--- src/rtl/sra_pkg.sv ---
package sra_pkg;
  localparam int CMD_LEN = 8;
  localparam int ADDR_W  = 4;

  typedef struct packed {
    logic clear;
    logic shiftIn;
    logic commit;
    logic loadRead;
    logic shiftOut;
  } sraCtl_t;
endpackage

--- src/rtl/sra_ctrl.sv ---
module sra_ctrl
  import sra_pkg::*;
#(
  parameter int FRAME_LEN = 24,
  localparam int CW = $clog2(FRAME_LEN + 1)
) (
  input  logic    clk,
  input  logic    rstN,
  input  logic    csN,
  input  logic    sclk,
  input  logic    sdi,
  output sraCtl_t ctl,
  output logic    sdiS,
  output logic    holdEdge
);
  logic csQ, sclkQ, sclkQQ, sdiQ;
  logic [CW-1:0] bitCnt;
  logic riseE, fallE;

  always_ff @(posedge clk or negedge rstN) begin
    if (!rstN) begin
      csQ    <= 1'b1;
      sclkQ  <= 1'b0;
      sclkQQ <= 1'b0;
      sdiQ   <= 1'b0;
    end else begin
      csQ    <= csN;
      sclkQ  <= sclk;
      sclkQQ <= sclkQ;
      sdiQ   <= sdi;
    end
  end

  assign riseE = sclkQ & ~sclkQQ & ~csQ;
  assign fallE = ~sclkQ & sclkQQ & ~csQ;
  assign sdiS  = sdiQ;

  always_ff @(posedge clk or negedge rstN) begin
    if (!rstN)                                  bitCnt <= '0;
    else if (csQ)                               bitCnt <= '0;
    else if (riseE && bitCnt != CW'(FRAME_LEN)) bitCnt <= bitCnt + 1'b1;
  end

  always_comb begin
    ctl.clear    = csQ;
    ctl.shiftIn  = riseE && (bitCnt < CW'(FRAME_LEN));
    ctl.commit   = riseE && (bitCnt == CW'(FRAME_LEN - 1));
    ctl.loadRead = fallE && (bitCnt == CW'(CMD_LEN));
    ctl.shiftOut = fallE && (bitCnt > CW'(CMD_LEN)) && (bitCnt < CW'(FRAME_LEN));
    holdEdge     = fallE && (bitCnt == CW'(FRAME_LEN));
  end

  AST_CNT_BOUND: assert property (@(posedge clk) disable iff (!rstN)
    bitCnt <= CW'(FRAME_LEN)) else $error("bit counter overran");
  AST_EDGE_EXCLUSIVE: assert property (@(posedge clk) disable iff (!rstN)
    $onehot0({ctl.commit, ctl.loadRead, ctl.shiftOut})) else $error("edge strobes overlap");
  AST_ABORT_CLEARS: assert property (@(posedge clk) disable iff (!rstN)
    csQ |=> (bitCnt == '0)) else $error("count survived select release");
endmodule

--- src/rtl/sra_datapath.sv ---
module sra_datapath
  import sra_pkg::*;
#(
  parameter int REG_W = 16,
  parameter logic [(1<<ADDR_W)-1:0] VALID_MASK = 16'hBFFF,
  parameter logic [REG_W-1:0] DEFAULT_STEP = 16'h0101,
  localparam int NUM_REGS  = 1 << ADDR_W,
  localparam int FRAME_LEN = CMD_LEN + REG_W
) (
  input  logic                      clk,
  input  logic                      rstN,
  input  sraCtl_t                   ctl,
  input  logic                      sdiS,
  input  logic                      modeDefault,
  output logic                      sdo,
  output logic                      sdoOe,
  output logic [NUM_REGS*REG_W-1:0] regBus,
  output logic                      wrStrobe,
  output logic [ADDR_W-1:0]         wrIndex
);
  logic [FRAME_LEN-2:0] frameSr;
  logic [FRAME_LEN-1:0] frameNext;
  logic [CMD_LEN-1:0]   wCmd, rCmd;
  logic [ADDR_W-1:0]    wAddr, rAddr;
  logic [REG_W-1:0]     wData;
  logic                 wGo, rOk;
  logic [REG_W-1:0]     regFile [NUM_REGS];
  logic [REG_W-1:0]     outSr;
  logic                 sdoEn;
  logic [NUM_REGS*REG_W-1:0] defImage;

  assign frameNext = {frameSr, sdiS};
  assign wCmd  = frameNext[FRAME_LEN-1 -: CMD_LEN];
  assign wAddr = wCmd[ADDR_W:1];
  assign wData = frameNext[REG_W-1:0];
  assign wGo   = ctl.commit && !wCmd[CMD_LEN-1] && (wCmd ==? 8'b?10?????)
                 && VALID_MASK[wAddr] && !modeDefault;

  assign rCmd  = frameSr[CMD_LEN-1:0];
  assign rAddr = rCmd[ADDR_W:1];
  assign rOk   = (rCmd ==? 8'b?10?????) && VALID_MASK[rAddr];

  always_ff @(posedge clk or negedge rstN) begin
    if (!rstN)            frameSr <= '0;
    else if (ctl.shiftIn) frameSr <= frameNext[FRAME_LEN-2:0];
  end

  for (genvar i = 0; i < NUM_REGS; i++) begin : g_reg
    localparam logic [REG_W-1:0] DEF = REG_W'(i) * DEFAULT_STEP;
    always_ff @(posedge clk or negedge rstN) begin
      if (!rstN)                                 regFile[i] <= DEF;
      else if (modeDefault)                      regFile[i] <= DEF;
      else if (wGo && wAddr == ADDR_W'(i))       regFile[i] <= wData;
    end
    assign regBus[i*REG_W +: REG_W]   = regFile[i];
    assign defImage[i*REG_W +: REG_W] = DEF;
  end

  always_ff @(posedge clk or negedge rstN) begin
    if (!rstN) begin
      wrStrobe <= 1'b0;
      wrIndex  <= '0;
    end else begin
      wrStrobe <= wGo;
      if (wGo) wrIndex <= wAddr;
    end
  end

  always_ff @(posedge clk or negedge rstN) begin
    if (!rstN) begin
      sdoEn <= 1'b0;
      outSr <= '0;
    end else if (ctl.clear) begin
      sdoEn <= 1'b0;
    end else if (ctl.loadRead && rCmd[CMD_LEN-1]) begin
      sdoEn <= 1'b1;
      outSr <= rOk ? regFile[rAddr] : '0;
    end else if (ctl.shiftOut && sdoEn) begin
      outSr <= {outSr[REG_W-2:0], 1'b0};
    end
  end

  assign sdo   = outSr[REG_W-1];
  assign sdoOe = sdoEn;

  AST_MODE_DEFAULTS: assert property (@(posedge clk) disable iff (!rstN)
    modeDefault |=> (regBus == defImage)) else $error("register left default in mode");
  AST_STROBE_VALID_ADDR: assert property (@(posedge clk) disable iff (!rstN)
    wrStrobe |-> VALID_MASK[wrIndex]) else $error("strobe for unimplemented address");
  AST_STROBE_SINGLE: assert property (@(posedge clk) disable iff (!rstN)
    wrStrobe |=> !wrStrobe) else $error("write strobe longer than one cycle");
endmodule

--- src/rtl/sra_top.sv ---
module sra_top
  import sra_pkg::*;
#(
  parameter int REG_W = 16,
  parameter logic [(1<<ADDR_W)-1:0] VALID_MASK = 16'hBFFF,
  parameter logic [REG_W-1:0] DEFAULT_STEP = 16'h0101,
  localparam int NUM_REGS = 1 << ADDR_W
) (
  input  logic                      clk,
  input  logic                      rstN,
  input  logic                      csN,
  input  logic                      sclk,
  input  logic                      sdi,
  input  logic                      modeDefault,
  output logic                      sdo,
  output logic                      sdoOe,
  output logic [NUM_REGS*REG_W-1:0] regBus,
  output logic                      wrStrobe,
  output logic [ADDR_W-1:0]         wrIndex
);
  sraCtl_t ctl;
  logic    sdiS, holdEdge;

  sra_ctrl #(.FRAME_LEN(CMD_LEN + REG_W)) u_ctrl (
    .clk(clk), .rstN(rstN), .csN(csN), .sclk(sclk), .sdi(sdi),
    .ctl(ctl), .sdiS(sdiS), .holdEdge(holdEdge)
  );

  sra_datapath #(.REG_W(REG_W), .VALID_MASK(VALID_MASK), .DEFAULT_STEP(DEFAULT_STEP)) u_dp (
    .clk(clk), .rstN(rstN), .ctl(ctl), .sdiS(sdiS), .modeDefault(modeDefault),
    .sdo(sdo), .sdoOe(sdoOe), .regBus(regBus), .wrStrobe(wrStrobe), .wrIndex(wrIndex)
  );

  AST_OE_IDLE: assert property (@(posedge clk) disable iff (!rstN)
    (ctl.clear && $past(ctl.clear)) |-> !sdoOe) else $error("output enabled while idle");
  AST_HOLD_LAST_BIT: assert property (@(posedge clk) disable iff (!rstN)
    holdEdge |=> $stable(sdo)) else $error("last bit not held");
endmodule

--- config.mk ---
export PLATFORM = sky130hd
export DESIGN_NAME = sra_top
export DESIGN_NICKNAME = d
export VERILOG_FILES = /design/src/rtl/sra_pkg.sv /design/src/rtl/sra_ctrl.sv /design/src/rtl/sra_datapath.sv /design/src/rtl/sra_top.sv
export SDC_FILE = /design/constraint.sdc
export NUM_CORES = 1
export LEC_CHECK = 0
export ABC_CLOCK_PERIOD_IN_PS = 2500
export BUFFER_PORTS_ARGS = -buffer_cell sky130_fd_sc_hd__buf_2
export CORE_AREA = 2 2 197 141
export CTS_CLUSTER_SIZE = 10
export DETAILED_ROUTE_END_ITERATION = 8
export DIE_AREA = 0 0 199 143
export HOLD_SLACK_MARGIN = 0.03
export PLACE_DENSITY_LB_ADDON = 0.05
export SLEW_MARGIN = 20
export SYNTH_ARGS = -nofsm -noshare
export SYNTH_HDL_FRONTEND = slang
export SYNTH_SLANG_ARGS = --single-unit
--- constraint.sdc ---
create_clock -name clk -period 2.5 [get_ports clk]
set_input_delay 0 -clock clk [delete_from_list [all_inputs] [get_ports clk]]
set_output_delay 0 -clock clk [all_outputs]
set_load 0.01 [all_outputs]
* After elaboration in Yosys (flattened, before gate mapping)
Memories as Yosys holds them, arrays and structs flattened.
Index checks and enable logic that the tools add are counted.
** Storage, ports and cells
- Register bits :: 310
- Word-level logic and storage cells :: 158
- Output and inout bits :: 263
- Bits of input ports :: 6
- Bits in read-only memories :: 32
- Memories :: 2
** Memory list
- (name not given) :: depth 16, width 1, rd ports 1, clocked after memory_dff 0, write ports 0, line sra_datapath.sv:37 : && VALID_MASK[wAddr] && !modeDefault;
- (name not given) :: depth 16, width 1, rd ports 1, clocked after memory_dff 0, write ports 0, line sra_datapath.sv:41 : assign rOk = (rCmd ==? 8'b?10?????) && VALID_MASK[rAddr];
** Cells by class
- Muxes and demuxes :: 44
- Reduce and logical (&&, ||, !) cells :: 52
- Bitwise gates (word level) :: 8
- Equal/unequal tests :: 20
- $add $sub $neg :: 1
- Order comparisons :: 5
** Operator list (number)
- $mux 16 :: 37
- $bmux 16 s4 :: 1
- $reduce_bool 2->1 :: 19
- $eq 4x4->1 const B :: 8
- $logic_and 1x1->1 :: 29
- $eq 4x3->1 const B :: 4
- $lt 4x5->1 const B :: 2
- $mux 5 :: 2
- $eq 4x2->1 const B :: 2
- $add 5x1->5 const B :: 1
- $eq 5x4->1 const B :: 1
- $eq 5x5->1 const B :: 1
- $ge 5x5->1 const B :: 1
- $gt 5x4->1 const B :: 1
- $lt 5x5->1 const B :: 1
- $ne 5x5->1 const B :: 1
- $not 4->5 :: 1
- $and 1x1->1 :: 4
- $eq 2x2->1 const B :: 2
- $eq 4x1->1 const B :: 1
- $logic_not 4->1 :: 1
- $mux 1 :: 4
- $not 1->1 :: 3
- $logic_not 1->1 :: 2
- $reduce_and 2->1 :: 1

* Longest topological paths before layout
- Word-level depth :: 11
- Depth in mapped cells :: 10
- Depth with buffers taken out :: 7

* By module
From an unflattened synthesis, not the netlist that was laid out.
** Second synthesis, totals
- Cells, all modules :: 1314
- Area, all modules :: 14485.1 um^2
** By module, submodules not included
- sra_datapath :: times used 1, seq. area each 7612.3 um^2, cells each 1270, area each 14004.7 um^2
- sra_ctrl :: times used 1, seq. area each 226.5 um^2, cells each 44, area each 480.5 um^2

* Worst setup path before layout
No wires, ideal clock.
- Path kind :: reg-to-reg
- Start :: register u_ctrl.bitCnt[0]
- End :: register u_dp.outSr[10]
- Period minus slack after synthesis :: 2.165 ns
- Stages on the path, launching flop included :: 11
- Slack :: 0.335 ns
- Buffers on the path :: 3
- Library setup time :: 0.131 ns
- Data required time :: 2.369 ns
- Arrival :: 2.033 ns
- Path through :: dfrtp_1 -> inv_1 -> ha_1 -> or4bb_1 -> clkbuf_1 -> or2_1 -> clkbuf_1 -> buf_2 -> nand3_1 -> and3_1 -> o21ai_1
** Between the ends
- Word-level cells in the longest chain between the ends :: 6
- Elaborated cells on any way between the ends :: 11
- Those cells by class :: order compare (2); eq/ne (1); mux (1); reduce/logical (7)
** Ends and longest elaborated chain
- start: declaration :: line sra_ctrl.sv:17 : logic [CW-1:0] bitCnt;
- start signal: assignment :: line sra_ctrl.sv:41 : else if (riseE && bitCnt != CW'(FRAME_LEN)) bitCnt <= bitCnt + 1'b1;
- $gt 5x4->1 :: line sra_ctrl.sv:49 : ctl.shiftOut = fallE && (bitCnt > CW'(CMD_LEN)) && (bitCnt < CW'(FRAME_LEN));
- $logic_and 1x1->1 (2 in series) :: line sra_ctrl.sv:49
- $logic_and 1x1->1 :: line sra_datapath.sv:78 : end else if (ctl.shiftOut && sdoEn) begin
- $reduce_bool 2->1 (no source line)
- $reduce_and 2->1 (no source line)
- end signal: assignment :: line sra_datapath.sv:77 : outSr <= rOk ? regFile[rAddr] : '0;
- end signal: assignment :: line sra_datapath.sv:79 : outSr <= {outSr[REG_W-2:0], 1'b0};
- end: declaration :: line sra_datapath.sv:28 : logic [REG_W-1:0] outSr;
Parallel ways exist; a longest one is shown, timed or not.
A chain may end at the register's enable or synchronous reset.

* Worst setup path after layout
- Start :: register u_ctrl.bitCnt[0]
- End :: register u_dp.outSr[4]
The elaborated chain is that of the path after synthesis.

==> results.cfg <==
[setup_path]
timing.reg2reg.worst_path_depth = 7
wp_data_arrival_ns = 2.76
rr_endpoint = u_dp.outSr[4]
worstPathMaxFanout = 17
timing.critical_path.to_type = flip-flop
regToRegStartpoint = u_ctrl.bitCnt[0]
timing_worst_setup_path_type = flip-flop to flip-flop
r2r_slack_ns = 0.15
critical_path.startpoint_type = flip-flop
cp.required_ns = 2.91

[clock_tree]
cts.reportedPaths.clkPinSlew_ns = 0.06
cts_buffer_depth = 3
num_clock_sinks = 310
cts-root-buf = clkbuf_16
worst_skew_pair.late_latency_ns = 0.53
level_count_of_the_clock_h_tree = 2
cts_made_buffers = 37
cts_tree = yes

[placement]
dp.final_hpwl_um = 33100
finalWeightedCongestion = 0.920
post-place-ws_ns = 0.164
portBuffers = 268

[global_routing]
grt_pass1_vias = 11900
grt_pass1_wl_um = 74100
grt_antenna_before_repair = 0
grt_overflow = 0
grt_util_all_layers_pct = 35.1
pin_count_of_the_biggest_net_entering_global_routing = 207

[floorplanning]
die_w_um = 199
die-area_sq_um = 28500
num_rows = 50
floorplan.initialDensity_pct = 55.7
coreArea_sq_um = 26500
die_height_um = 143
ioPinCount = 269

[status]
outcome = finished, final reports clean

[routing]
routed_wirelength_um = 49200
antenna_left = 0
drt_first_pass_iters = 5
dr_total_vias = 12500
drt_first_iter_violations = 1182
wl_per_cell_um = 23.9
remaining_drc_errors = 0
detail_route.vias_per_cell = 6.08

[sta]
clock-skew-final_ns = 0.0223
final.min_clock_period_ns = 2.35
worst_pin_slew_ns = 1.16
whs_ns = 0.0684
maxClockFrequency_mhz = 426
timing.final.hold_violations = 0
fin_crit_sh_pct = 94.0
rsz0062_at_grt = no
slew_viol_final = 0
setup_ws_ns = 0.150
fin_setup_tns_ns = 0
timing.max_slew.rel_slack_pct = 22.5
setup-violations-final = 0

[pwr]
report.power.total_uw = 12500
worst_supply_voltage_drop_on_vdd_mv = 0.731
leakage_power_uw = 0.00786
power.density_cell_area_nw_per_um2 = 704

[logic_synthesis]
yosysTopAreaCell = dfrtp_1
combinational_family_with_the_most_area_after_synthesis = simple AND/OR/NAND/NOR gates
post_synth_mux_area_share_pct = 16.2
synthesis.nets = 1427
synth_cell_type_count = 56
syn_area_per_cell_sq_um = 10.4
synth_edf_count = 0
postSynth.asyncResetShare_pct = 100
synth-main-ff-cell = dfrtp_1
synth.top_cell.area_share_pct = 41.6
synth-adder-area-share_pct = 0.170
synth_warnings = 0
sequential_to_total_area_share_from_yosys_stat_pct = 53.2
netlist_area_sq_um = 14700
synthTopCellsByArea = dfrtp_1 42%, dfstp_2 12%, nand2_1 8.3%, mux4_2 7.3%, a21oi_1 6.0%
fraction_of_the_mapped_netlist_area_in_compound_gates_pct = 9.21
postSynthRegisterBits = 310
post_synth_inst_count = 1419
synth_commonest_cells = 324 x nand2_1, 245 x dfrtp_1, 176 x a21oi_1
yosys.area_share.simple_pct = 17.1
synth_xor_xnor_area_share_pct = 0.238
synth_most_common_cell = nand2_1

[final_layout]
num_antenna_cells = 0
areaGrowthSynthToFinish_pct = 20.8
drive_above_1_share_pct = 33.4
layout.nets = 1674

[worst_hold_path]
kind_of_path_behind_the_tightest_hold_check = input pin to async pin

[flow_run]
cap_viol_max_count = 0
## metrics by stage
step	area, sq um	std cells	util [%]
detailed placement	16600	1986	62.9
global route	17800	2058	67.2
finish	17800	2058	67.2
floorplan	14700	1419	-
global placement	16600	1986	62.9
CTS	17800	2058	67.2
## power breakdown
group / internal, uW / total, uW / switching [uW] / leakage [uW]
Clock: 2910 / 4970 / 2060 / 0.000520
Combinational: 853 / 2230 / 1380 / 0.00326
Sequential: 5090 / 5320 / 225 / 0.00409
Total: 8850 / 12500 / 3670 / 0.00786
## sequential cells by signal, summed over array words and instances, names as in the netlist
| signal | flops |
|---|---|
| u_dp.wrStrobe | 1 |
| u_dp.outSr | 16 |
| u_ctrl.csQ | 1 |
| u_dp.wrIndex | 4 |
| u_dp.regBus | 256 |
| u_dp.frameSr | 23 |
| u_dp.sdoOe | 1 |
| u_ctrl.bitCnt | 5 |
| u_ctrl.sclkQ | 1 |
| u_ctrl.sdiS | 1 |
| u_ctrl.sclkQQ | 1 |
## cell type report
class                   instances  area (sq um)
repair buffers                339          2040
inverters                       5          18.8
clock inverters                 2          17.5
flip-flops and latches        310          7850
fillers                      2103          8680
clock buffers                  65          1070
multi-input cells             973          6330
well taps                     364           455
## per-layer routing
layer	global-route usage, %	wire length, um	vias to the layer above
met3	6.92	4910	99
met1	54.1	21300	6371
li1	-	-	5393
met2	50.1	21700	654
met4	10.7	1370	0
met5	0	0	-
## placed cells by master, fill, tap and decap left out, drive strengths merged, types with 3 or more instances in the layout
cell / count
inv: 7
o22ai: 8
a2111oi: 4
nand4: 14
a211oi: 4
xor2: 4
o31a: 16
nor4bb: 3
a21oi: 176
dfstp: 65
nor2b: 24
buf: 333
nor3: 38
a221oi: 4
dlygate4sd3: 5
dfrtp: 245
o21ai: 22
nand3: 16
nor2: 75
mux2: 55
a211o: 3
nand2: 325
and3: 10
or2: 13
clkbuf: 66
mux4: 48
nand2b: 17
mux2i: 69
## worst max-delay path, stage by stage, from the launching register on
cell	delay, ns
dfrtp_1	0.42
inv_1	0.08
ha_1	0.19
or4bb_1	0.63
or2_1	0.50
nand3_1	0.18
and3_1	0.17
o21ai_0	0.07
## repair_timing
action | in CTS | in global routing
setup endpoints to repair | 0 | 0
hold endpoints to repair | 133 | 0
resized for setup | 0 | 0
buffers inserted | 0 | 0
hold buffers | 5 | 0
## worst max-delay path by stage
stage	start	to	slack, ns	cells after the start
2_1_floorplan	u_ctrl.bitCnt[0]	u_dp.outSr[10]	0.34	10
3_3_place_gp	u_ctrl.bitCnt[0]	u_dp.outSr[3]	0.23	7
3_5_place_dp	u_ctrl.bitCnt[0]	u_dp.outSr[4]	0.16	7
4_1_cts	u_ctrl.bitCnt[0]	u_dp.outSr[3]	0.16	7
5_1_grt	u_ctrl.bitCnt[0]	u_dp.outSr[3]	0.009	7
6_report	u_ctrl.bitCnt[0]	u_dp.outSr[4]	0.15	7
## cells by family (layout without fill, tap and decap cells)
logic type,Yosys count,in the layout
AOI/OAI and AO/OA,243,243
xor gates and xnor gates,4,4
buffers and inverters,136,411
muxes,172,172
adders and majority gates,2,2
and+or+nand+nor,552,552
DFF,310,310
(Power assumes the default switching activity.)
